===== config.mk =====
export PLATFORM = sky130hd
export DESIGN_NAME = gpio_edge_irq_regs
export DESIGN_NICKNAME = d
export VERILOG_FILES = /design/src/rtl/gpio_bank_pkg.sv /design/src/rtl/gpio_bank_sync.sv /design/src/rtl/gpio_bank_ctrl.sv /design/src/rtl/gpio_bank_datapath.sv /design/src/rtl/gpio_edge_irq_regs.sv
export SDC_FILE = /design/constraint.sdc
export NUM_CORES = 1
export LEC_CHECK = 0
export CAP_MARGIN = 15
export CORE_UTILIZATION = 30
export CTS_CLUSTER_DIAMETER = 30
export CTS_CLUSTER_SIZE = 25
export DETAILED_ROUTE_END_ITERATION = 8
export DONT_BUFFER_PORTS = 1
export GPL_TIMING_DRIVEN = 0
export MAX_ROUTING_LAYER = met4
export SYNTH_ARGS = -nofsm -noshare
export SYNTH_HDL_FRONTEND = slang
export SYNTH_SLANG_ARGS = --single-unit
export TNS_END_PERCENT = 5

===== constraint.sdc =====
create_clock -name clk -period 4.2 [get_ports clk]
set_input_delay 0.84 -clock clk [delete_from_list [all_inputs] [get_ports clk]]
set_output_delay 0.84 -clock clk [all_outputs]
set_load 0.05 [all_outputs]

===== src/rtl/gpio_bank_pkg.sv =====
package gpio_bank_pkg;
  parameter int BANK_W    = 8;
  parameter int NUM_BANKS = 3;
  parameter int GRP_W     = 4;

  localparam int NUM_PINS = BANK_W * NUM_BANKS;
  localparam int OFF_W    = $clog2(NUM_BANKS);
  localparam int ADDR_W   = GRP_W + OFF_W;

  typedef enum logic [GRP_W-1:0] {
    GRP_MON  = 4'd0,
    GRP_SET  = 4'd1,
    GRP_CLR  = 4'd2,
    GRP_DIR  = 4'd3,
    GRP_RISE = 4'd4,
    GRP_FALL = 4'd5,
    GRP_IE   = 4'd6,
    GRP_EDGE = 4'd7,
    GRP_IRQ  = 4'd8
  } grp_e;

  // Strobes from the decoder to the register datapath
  typedef struct packed {
    logic [NUM_BANKS-1:0] wrSet;
    logic [NUM_BANKS-1:0] wrClr;
    logic [NUM_BANKS-1:0] wrDir;
    logic [NUM_BANKS-1:0] wrRise;
    logic [NUM_BANKS-1:0] wrFall;
    logic [NUM_BANKS-1:0] wrIe;
    logic [NUM_BANKS-1:0] wrEdgeClr;
    logic [NUM_BANKS-1:0] wrIrqClr;
    logic                 rdValid;
    grp_e                 rdGroup;
    logic [OFF_W-1:0]     rdBank;
  } strobe_t;

  // Place a byte into each selected bank of a full-width pin vector
  function automatic logic [NUM_PINS-1:0] spreadByte(
      input logic [NUM_BANKS-1:0] sel,
      input logic [BANK_W-1:0]    data);
    logic [NUM_PINS-1:0] res;
    res = '0;
    for (int b = 0; b < NUM_BANKS; b++) begin
      if (sel[b]) res[b*BANK_W +: BANK_W] = data;
    end
    return res;
  endfunction
endpackage


===== src/rtl/gpio_bank_sync.sv =====
module gpio_bank_sync #(
  parameter int WIDTH  = 24,
  parameter int STAGES = 2
) (
  input  logic             clk,
  input  logic             rstN,
  input  logic [WIDTH-1:0] din,
  output logic [WIDTH-1:0] dout
);
  logic [WIDTH-1:0] stage [STAGES];

  always_ff @(posedge clk or negedge rstN) begin
    if (!rstN) stage[0] <= '0;
    else       stage[0] <= din;
  end

  for (genvar s = 1; s < STAGES; s++) begin : g_chain
    always_ff @(posedge clk or negedge rstN) begin
      if (!rstN) stage[s] <= '0;
      else       stage[s] <= stage[s-1];
    end
  end

  assign dout = stage[STAGES-1];
endmodule


===== src/rtl/gpio_bank_ctrl.sv =====
module gpio_bank_ctrl
  import gpio_bank_pkg::*;
(
  input  logic              clk,
  input  logic              rstN,
  input  logic [ADDR_W-1:0] addr,
  input  logic              wrEn,
  input  logic              rdEn,
  output strobe_t           strb
);
  logic [GRP_W-1:0]     grpRaw;
  logic [OFF_W-1:0]     offset;
  logic [OFF_W-1:0]     bankIdx;
  logic [NUM_BANKS-1:0] bankHot;
  logic                 offOk;
  logic                 grpOk;

  assign grpRaw  = addr[ADDR_W-1 -: GRP_W];
  assign offset  = addr[OFF_W-1:0];
  assign offOk   = int'(offset) < NUM_BANKS;
  assign grpOk   = grpRaw <= GRP_IRQ;
  // Most significant bank sits at the lowest offset
  assign bankIdx = OFF_W'(NUM_BANKS - 1) - offset;
  assign bankHot = NUM_BANKS'(1) << bankIdx;

  always_comb begin
    strb         = '0;
    strb.rdBank  = bankIdx;
    strb.rdGroup = grpOk ? grp_e'(grpRaw) : GRP_MON;
    strb.rdValid = rdEn && offOk && grpOk;
    if (wrEn && offOk && grpOk) begin
      case (grp_e'(grpRaw))
        GRP_SET:  strb.wrSet     = bankHot;
        GRP_CLR:  strb.wrClr     = bankHot;
        GRP_DIR:  strb.wrDir     = bankHot;
        GRP_RISE: strb.wrRise    = bankHot;
        GRP_FALL: strb.wrFall    = bankHot;
        GRP_IE:   strb.wrIe      = bankHot;
        GRP_EDGE: strb.wrEdgeClr = bankHot;
        GRP_IRQ:  strb.wrIrqClr  = bankHot;
        default:  ;
      endcase
    end
  end

  // one bus write reaches at most one bank of one register
  assert_single_target_R9: assert property (@(posedge clk) disable iff (!rstN)
    $onehot0({strb.wrSet, strb.wrClr, strb.wrDir, strb.wrRise,
              strb.wrFall, strb.wrIe, strb.wrEdgeClr, strb.wrIrqClr}));

  // the read select never points outside the bank range
  assert_read_bank_range_R9: assert property (@(posedge clk) disable iff (!rstN)
    strb.rdValid |-> (int'(strb.rdBank) < NUM_BANKS));
endmodule


===== src/rtl/gpio_bank_datapath.sv =====
module gpio_bank_datapath
  import gpio_bank_pkg::*;
(
  input  logic                clk,
  input  logic                rstN,
  input  strobe_t             strb,
  input  logic [BANK_W-1:0]   wrData,
  input  logic [NUM_PINS-1:0] pinIn,
  output logic [BANK_W-1:0]   rdData,
  output logic [NUM_PINS-1:0] pinOut,
  output logic [NUM_PINS-1:0] pinOe,
  output logic                irqOut
);
  logic [NUM_PINS-1:0] outLat, dirReg, riseEn, fallEn, ieReg;
  logic [NUM_PINS-1:0] edgeStat, irqStat;
  logic [NUM_PINS-1:0] pinSync, pinPrev;
  logic [NUM_PINS-1:0] riseSeen, fallSeen, hit;
  logic [NUM_PINS-1:0] setMask, clrMask, edgeClrMask, irqClrMask;
  logic [NUM_PINS-1:0] grpWord;
  logic [BANK_W-1:0]   rdSlice;

  gpio_bank_sync #(.WIDTH(NUM_PINS), .STAGES(2)) u_sync (
    .clk  (clk),
    .rstN (rstN),
    .din  (pinIn),
    .dout (pinSync)
  );

  always_ff @(posedge clk or negedge rstN) begin
    if (!rstN) pinPrev <= '0;
    else       pinPrev <= pinSync;
  end

  assign riseSeen = pinSync & ~pinPrev;
  assign fallSeen = ~pinSync & pinPrev;
  assign hit      = (riseSeen & riseEn) | (fallSeen & fallEn);

  assign setMask     = spreadByte(strb.wrSet, wrData);
  assign clrMask     = spreadByte(strb.wrClr, wrData);
  assign edgeClrMask = spreadByte(strb.wrEdgeClr, wrData);
  assign irqClrMask  = spreadByte(strb.wrIrqClr, wrData);

  // Plain read/write configuration registers, one instance per kind
  logic [NUM_BANKS-1:0] cfgSel  [4];
  logic [NUM_PINS-1:0]  cfgQ    [4];
  assign cfgSel[0] = strb.wrDir;
  assign cfgSel[1] = strb.wrRise;
  assign cfgSel[2] = strb.wrFall;
  assign cfgSel[3] = strb.wrIe;

  for (genvar k = 0; k < 4; k++) begin : g_cfg
    logic [NUM_PINS-1:0] keepMask;
    assign keepMask = ~spreadByte(cfgSel[k], '1);
    always_ff @(posedge clk or negedge rstN) begin
      if (!rstN) cfgQ[k] <= '0;
      else       cfgQ[k] <= (cfgQ[k] & keepMask) | spreadByte(cfgSel[k], wrData);
    end
  end

  assign dirReg = cfgQ[0];
  assign riseEn = cfgQ[1];
  assign fallEn = cfgQ[2];
  assign ieReg  = cfgQ[3];

  always_ff @(posedge clk or negedge rstN) begin
    if (!rstN) begin
      outLat   <= '0;
      edgeStat <= '0;
      irqStat  <= '0;
    end else begin
      outLat   <= (outLat | setMask) & ~clrMask;
      // A new edge wins over a simultaneous clear
      edgeStat <= (edgeStat & ~edgeClrMask) | hit;
      irqStat  <= (irqStat & ~irqClrMask) | (hit & ieReg);
    end
  end

  always_comb begin
    case (strb.rdGroup)
      GRP_MON:  grpWord = pinSync;
      GRP_SET:  grpWord = outLat;
      GRP_DIR:  grpWord = dirReg;
      GRP_RISE: grpWord = riseEn;
      GRP_FALL: grpWord = fallEn;
      GRP_IE:   grpWord = ieReg;
      GRP_EDGE: grpWord = edgeStat;
      GRP_IRQ:  grpWord = irqStat;
      default:  grpWord = '0;
    endcase
  end

  assign rdSlice = grpWord[strb.rdBank*BANK_W +: BANK_W];

  always_ff @(posedge clk or negedge rstN) begin
    if (!rstN) rdData <= '0;
    else       rdData <= strb.rdValid ? rdSlice : '0;
  end

  assign pinOut = outLat;
  assign pinOe  = dirReg;
  assign irqOut = |(irqStat & ieReg);

  // an output bit moves only under a set or clear write to it
  assert_out_needs_write_R3: assert property (@(posedge clk) disable iff (!rstN)
    ((outLat ^ $past(outLat)) & ~$past(setMask | clrMask)) == '0);

  // a new edge-status bit needs an enable for that pin
  assert_edge_needs_enable_R6: assert property (@(posedge clk) disable iff (!rstN)
    ((edgeStat & ~$past(edgeStat)) & ~$past(riseEn | fallEn)) == '0);

  // a new interrupt-status bit needs the pin's interrupt enable
  assert_irq_needs_ie_R7: assert property (@(posedge clk) disable iff (!rstN)
    ((irqStat & ~$past(irqStat)) & ~$past(ieReg)) == '0);

  // a cleared bit with no competing edge is gone next cycle
  assert_w1c_clears_R8: assert property (@(posedge clk) disable iff (!rstN)
    ($past(irqClrMask & ~hit) & irqStat) == '0);
endmodule


===== src/rtl/gpio_edge_irq_regs.sv =====
module gpio_edge_irq_regs
  import gpio_bank_pkg::*;
(
  input  logic                clk,
  input  logic                rstN,
  input  logic [ADDR_W-1:0]   addr,
  input  logic [BANK_W-1:0]   wrData,
  input  logic                wrEn,
  input  logic                rdEn,
  output logic [BANK_W-1:0]   rdData,
  input  logic [NUM_PINS-1:0] pinIn,
  output logic [NUM_PINS-1:0] pinOut,
  output logic [NUM_PINS-1:0] pinOe,
  output logic                irqOut
);
  strobe_t strb;

  gpio_bank_ctrl u_ctrl (
    .clk  (clk),
    .rstN (rstN),
    .addr (addr),
    .wrEn (wrEn),
    .rdEn (rdEn),
    .strb (strb)
  );

  gpio_bank_datapath u_dp (
    .clk    (clk),
    .rstN   (rstN),
    .strb   (strb),
    .wrData (wrData),
    .pinIn  (pinIn),
    .rdData (rdData),
    .pinOut (pinOut),
    .pinOe  (pinOe),
    .irqOut (irqOut)
  );
endmodule


==> flow_summary_export.csv <==
group,metric,value,unit
final_layout,n_fill_cell,3395,
sta,fin_crit_sh,77.5,%
route,antenna_left,0,
sta,hold_slack,-0.0225,ns
sta,grt_setup_unrepaired,"false",
clock_network,cts-root-buf,"clkbuf_16",
power_and_ir_drop,p_leak,5.98,nW
clock_network,max-clock-path-buffers,3,
synth,async_flop_share,100,%
floorplanning,die_h,193,µm
grt,grt_pass1_wl,55.0,mm
route,avgRoutedWirePerCell,24.9,µm
setup_path,crit_fanout,4,
grt,grt.busiest_layer,"met2",
route,drt_iter0_drc,863,
clock_network,numClockSinks,248,
sta,final_hold_viol_count,4,
clock_network,htreeDepth,2,
sta,max_slew_margin,24.2,%
setup_path,worstPathArrival,2.42,ns
place,place_congestion,0.936,
job,maxCapViolations,0,
power_and_ir_drop,max-vdd-ir-drop,0.343,mV
setup_path,required,3.36,ns
synth,synth_edf_count,0,
synth,synthCells,905,
sta,fin_worst_skew,0.0148,ns
status,violations,"DRC, hold timing",
floorplanning,start_util,30.7,%
sta,tns,0,ns
sta,setup_viol,0,
setup_path,cp_num_buf_inv,0,
sta,min_period,3.26,ns
setup_path,crit_type,"reg2out",
grt,grt.met1_usage,26.5,%
route,avgViaCountPerCell,5.50,
route,firstDrtPassIters,9,
synth,synth_nets,951,
grt,gr-usage-met2,29.7,%
final_layout,drive_gt1_share,24.4,%
sta,timing.fmax,307,MHz
sta,tightest_slew,1.13,ns
setup_path,path_delay_family,"simple AND/OR/NAND/NOR gates",
synth,synth_ff_type,"dfrtp_1",
setup_path,start_kind,"register",
synth,syn_area_per_cell,12.2,µm²
synth,ys_seq_area_share,56.4,%
grt,antenna_found_initial,1,
synth,ys.warnings.count,0,
synth,syn_area,11000,µm²
route,drcViolationCount,3,
setup_path,cp_slowest_cell,"nand4_1",
route,drt-total-wl,36.8,mm
grt,grt_pass1_vias,8248,
floorplanning,core_area,35800,µm²
final_layout,finalNetCount,1013,
setup_path,critPathCaptureType,"output port",
setup_path,slowest_delay,0.59,ns
route,vias,8133,
clock_network,clk-insertion-delay-late,0.58,ns
place,portBuffers,0,
clock_network,cts_buffers,59,
grt,grtUsageMet3,6.45,%
status,status,"finished, violations left",
synth,ys_types,51,
floorplanning,die-area,37400,µm²
min_path,hold_class,"in2async",
power_and_ir_drop,power.density,609,nW/µm²
final_layout,syn_to_final_growth,23.8,%
clock_network,post_cts_buffers,0,
floorplanning,rows,69,
setup_path,path_cells,"a22o_1 -> a221oi_1 -> nand3_1 -> nor2_1 -> nand4_1",
place,dp_hpwl,25.3,mm
clock_network,cts_tree,"done",
synth,ys_seq_elements,248,
grt,grt_max_degree,249,
floorplanning,die_w,193,µm
clock_network,cts_resized,0,
floorplanning,pin_count,99,
sta,slew_viol_final,0,
grt,grt_usage,20.3,%
clock_network,clk_pin_slew,0.05,ns
grt,overflow,0,
## report_power, final
| group | internal (mW) | switching [mW] |
|---|---|---|
| Sequential | 2.69 | 0.390 |
| Clock | 3.04 | 1.51 |
| Combinational | 0.327 | 0.347 |
| Total | 6.05 | 2.25 |
## placed cells by master, fill, tap and decap left out, types with 6 or more instances in the layout
cell,synthesis,routed
nor2_1,28,28
buf_2,12,12
a22o_1,28,28
a21o_1,24,24
nand3b_1,24,24
mux2i_1,50,50
a2bb2oi_1,6,6
dfrtp_1,248,248
clkinv_4,0,8
o221ai_1,7,7
o21ai_0,37,37
clkbuf_16,0,59
bufinv_16,0,6
mux2_2,78,78
clkinvlp_4,0,11
buf_4,9,9
clkinv_2,0,11
mux2_4,24,24
clkbuf_1,29,32
nor2b_1,8,8
o22ai_1,8,8
a2111oi_0,6,6
inv_6,0,8
a21oi_1,67,67
nand3_1,12,12
and2_1,8,8
a22oi_1,27,27
nand2_1,94,94
## cells in the mapped netlist, types with 6 or more instances
| cell | number | area (µm²) |
|---|---|---|
| buf_4 | 9 | 67.6 |
| a21oi_1 | 67 | 335 |
| a22o_1 | 28 | 245 |
| o21ai_0 | 37 | 185 |
| nor2b_1 | 8 | 50.1 |
| o22ai_1 | 8 | 50.1 |
| mux2i_1 | 50 | 500 |
| nand3b_1 | 24 | 180 |
| buf_2 | 12 | 60.1 |
| clkbuf_1 | 29 | 109 |
| and2_1 | 8 | 50.1 |
| a21o_1 | 24 | 180 |
| a2bb2oi_1 | 6 | 52.6 |
| nor2_1 | 28 | 105 |
| nand3_1 | 12 | 60.1 |
| o221ai_1 | 7 | 61.3 |
| mux2_4 | 24 | 360 |
| a22oi_1 | 27 | 203 |
| a2111oi_0 | 6 | 52.6 |
| dfrtp_1 | 248 | 6210 |
| nand2_1 | 94 | 353 |
| mux2_2 | 78 | 878 |
## worst paths after layout
path                                       start  slack [ns]               endpoint  cells past startpoint
max                                     register        0.94                 irqOut                      5
min                                         rstN       -0.02         u_dp.pinOut[0]                      0
max reg2reg                      u_dp.pinOut[19]        1.84         u_dp.rdData[3]                      5
min reg2reg                u_dp.u_sync.stage[31]        0.34    u_dp.u_sync.dout[7]                      0
max in group asynchronous                   rstN        3.67              async pin                      1
min in group clk                       pinIn[22]        0.29  u_dp.u_sync.stage[46]                      0
## routing by layer
| layer | wire (µm) | up-vias |
|---|---|---|
| li1 | - | 3492 |
| met1 | 15600 | 4157 |
| met2 | 16400 | 393 |
| met3 | 3700 | 91 |
| met4 | 1130 | 0 |
| met5 | 0 | - |
## area by class of cell
cell class	instances	area (µm²)	area share, %
clock inverter	44	458	3.36
inverter	4	15.0	0.110
buffer	55	293	2.15
antenna	1	2.50	0.0184
tap	461	577	4.23
clock buffer	67	1560	11.4
timing repair buffer	1	27.5	0.202
multi-input combinational	598	4490	32.9
sequential	248	6210	45.6
## cell families (layout without fill, tap and decap cells)
logic type      after synthesis  count (layout)  synth area share, %
flops                       248             248                 56.4
compound gates              233             233                 14.3
simple gates                203             203                 9.10
mux                         157             157                 16.8
buf+inv                      59             171                 2.80
fa+ha+maj                     4               4                0.455
xor+xnor                      1               1               0.0796
other cells                   0               1                    0
## metrics by stage
step	util (%)	cell area [µm²]	worst slack (ns)	cells	total power, mW
after global routing	38.0	13600	0.832	1479	8.59
after global placement	32.3	11600	0.517	1366	3.73
after detailed placement	32.3	11600	0.548	1366	3.76
after floorplan	-	11000	1.71	905	3.51
final	38.0	13600	0.945	1479	8.30
after CTS	37.9	13600	0.903	1477	8.34
Note: power is estimated with default switching activity, not from simulation.
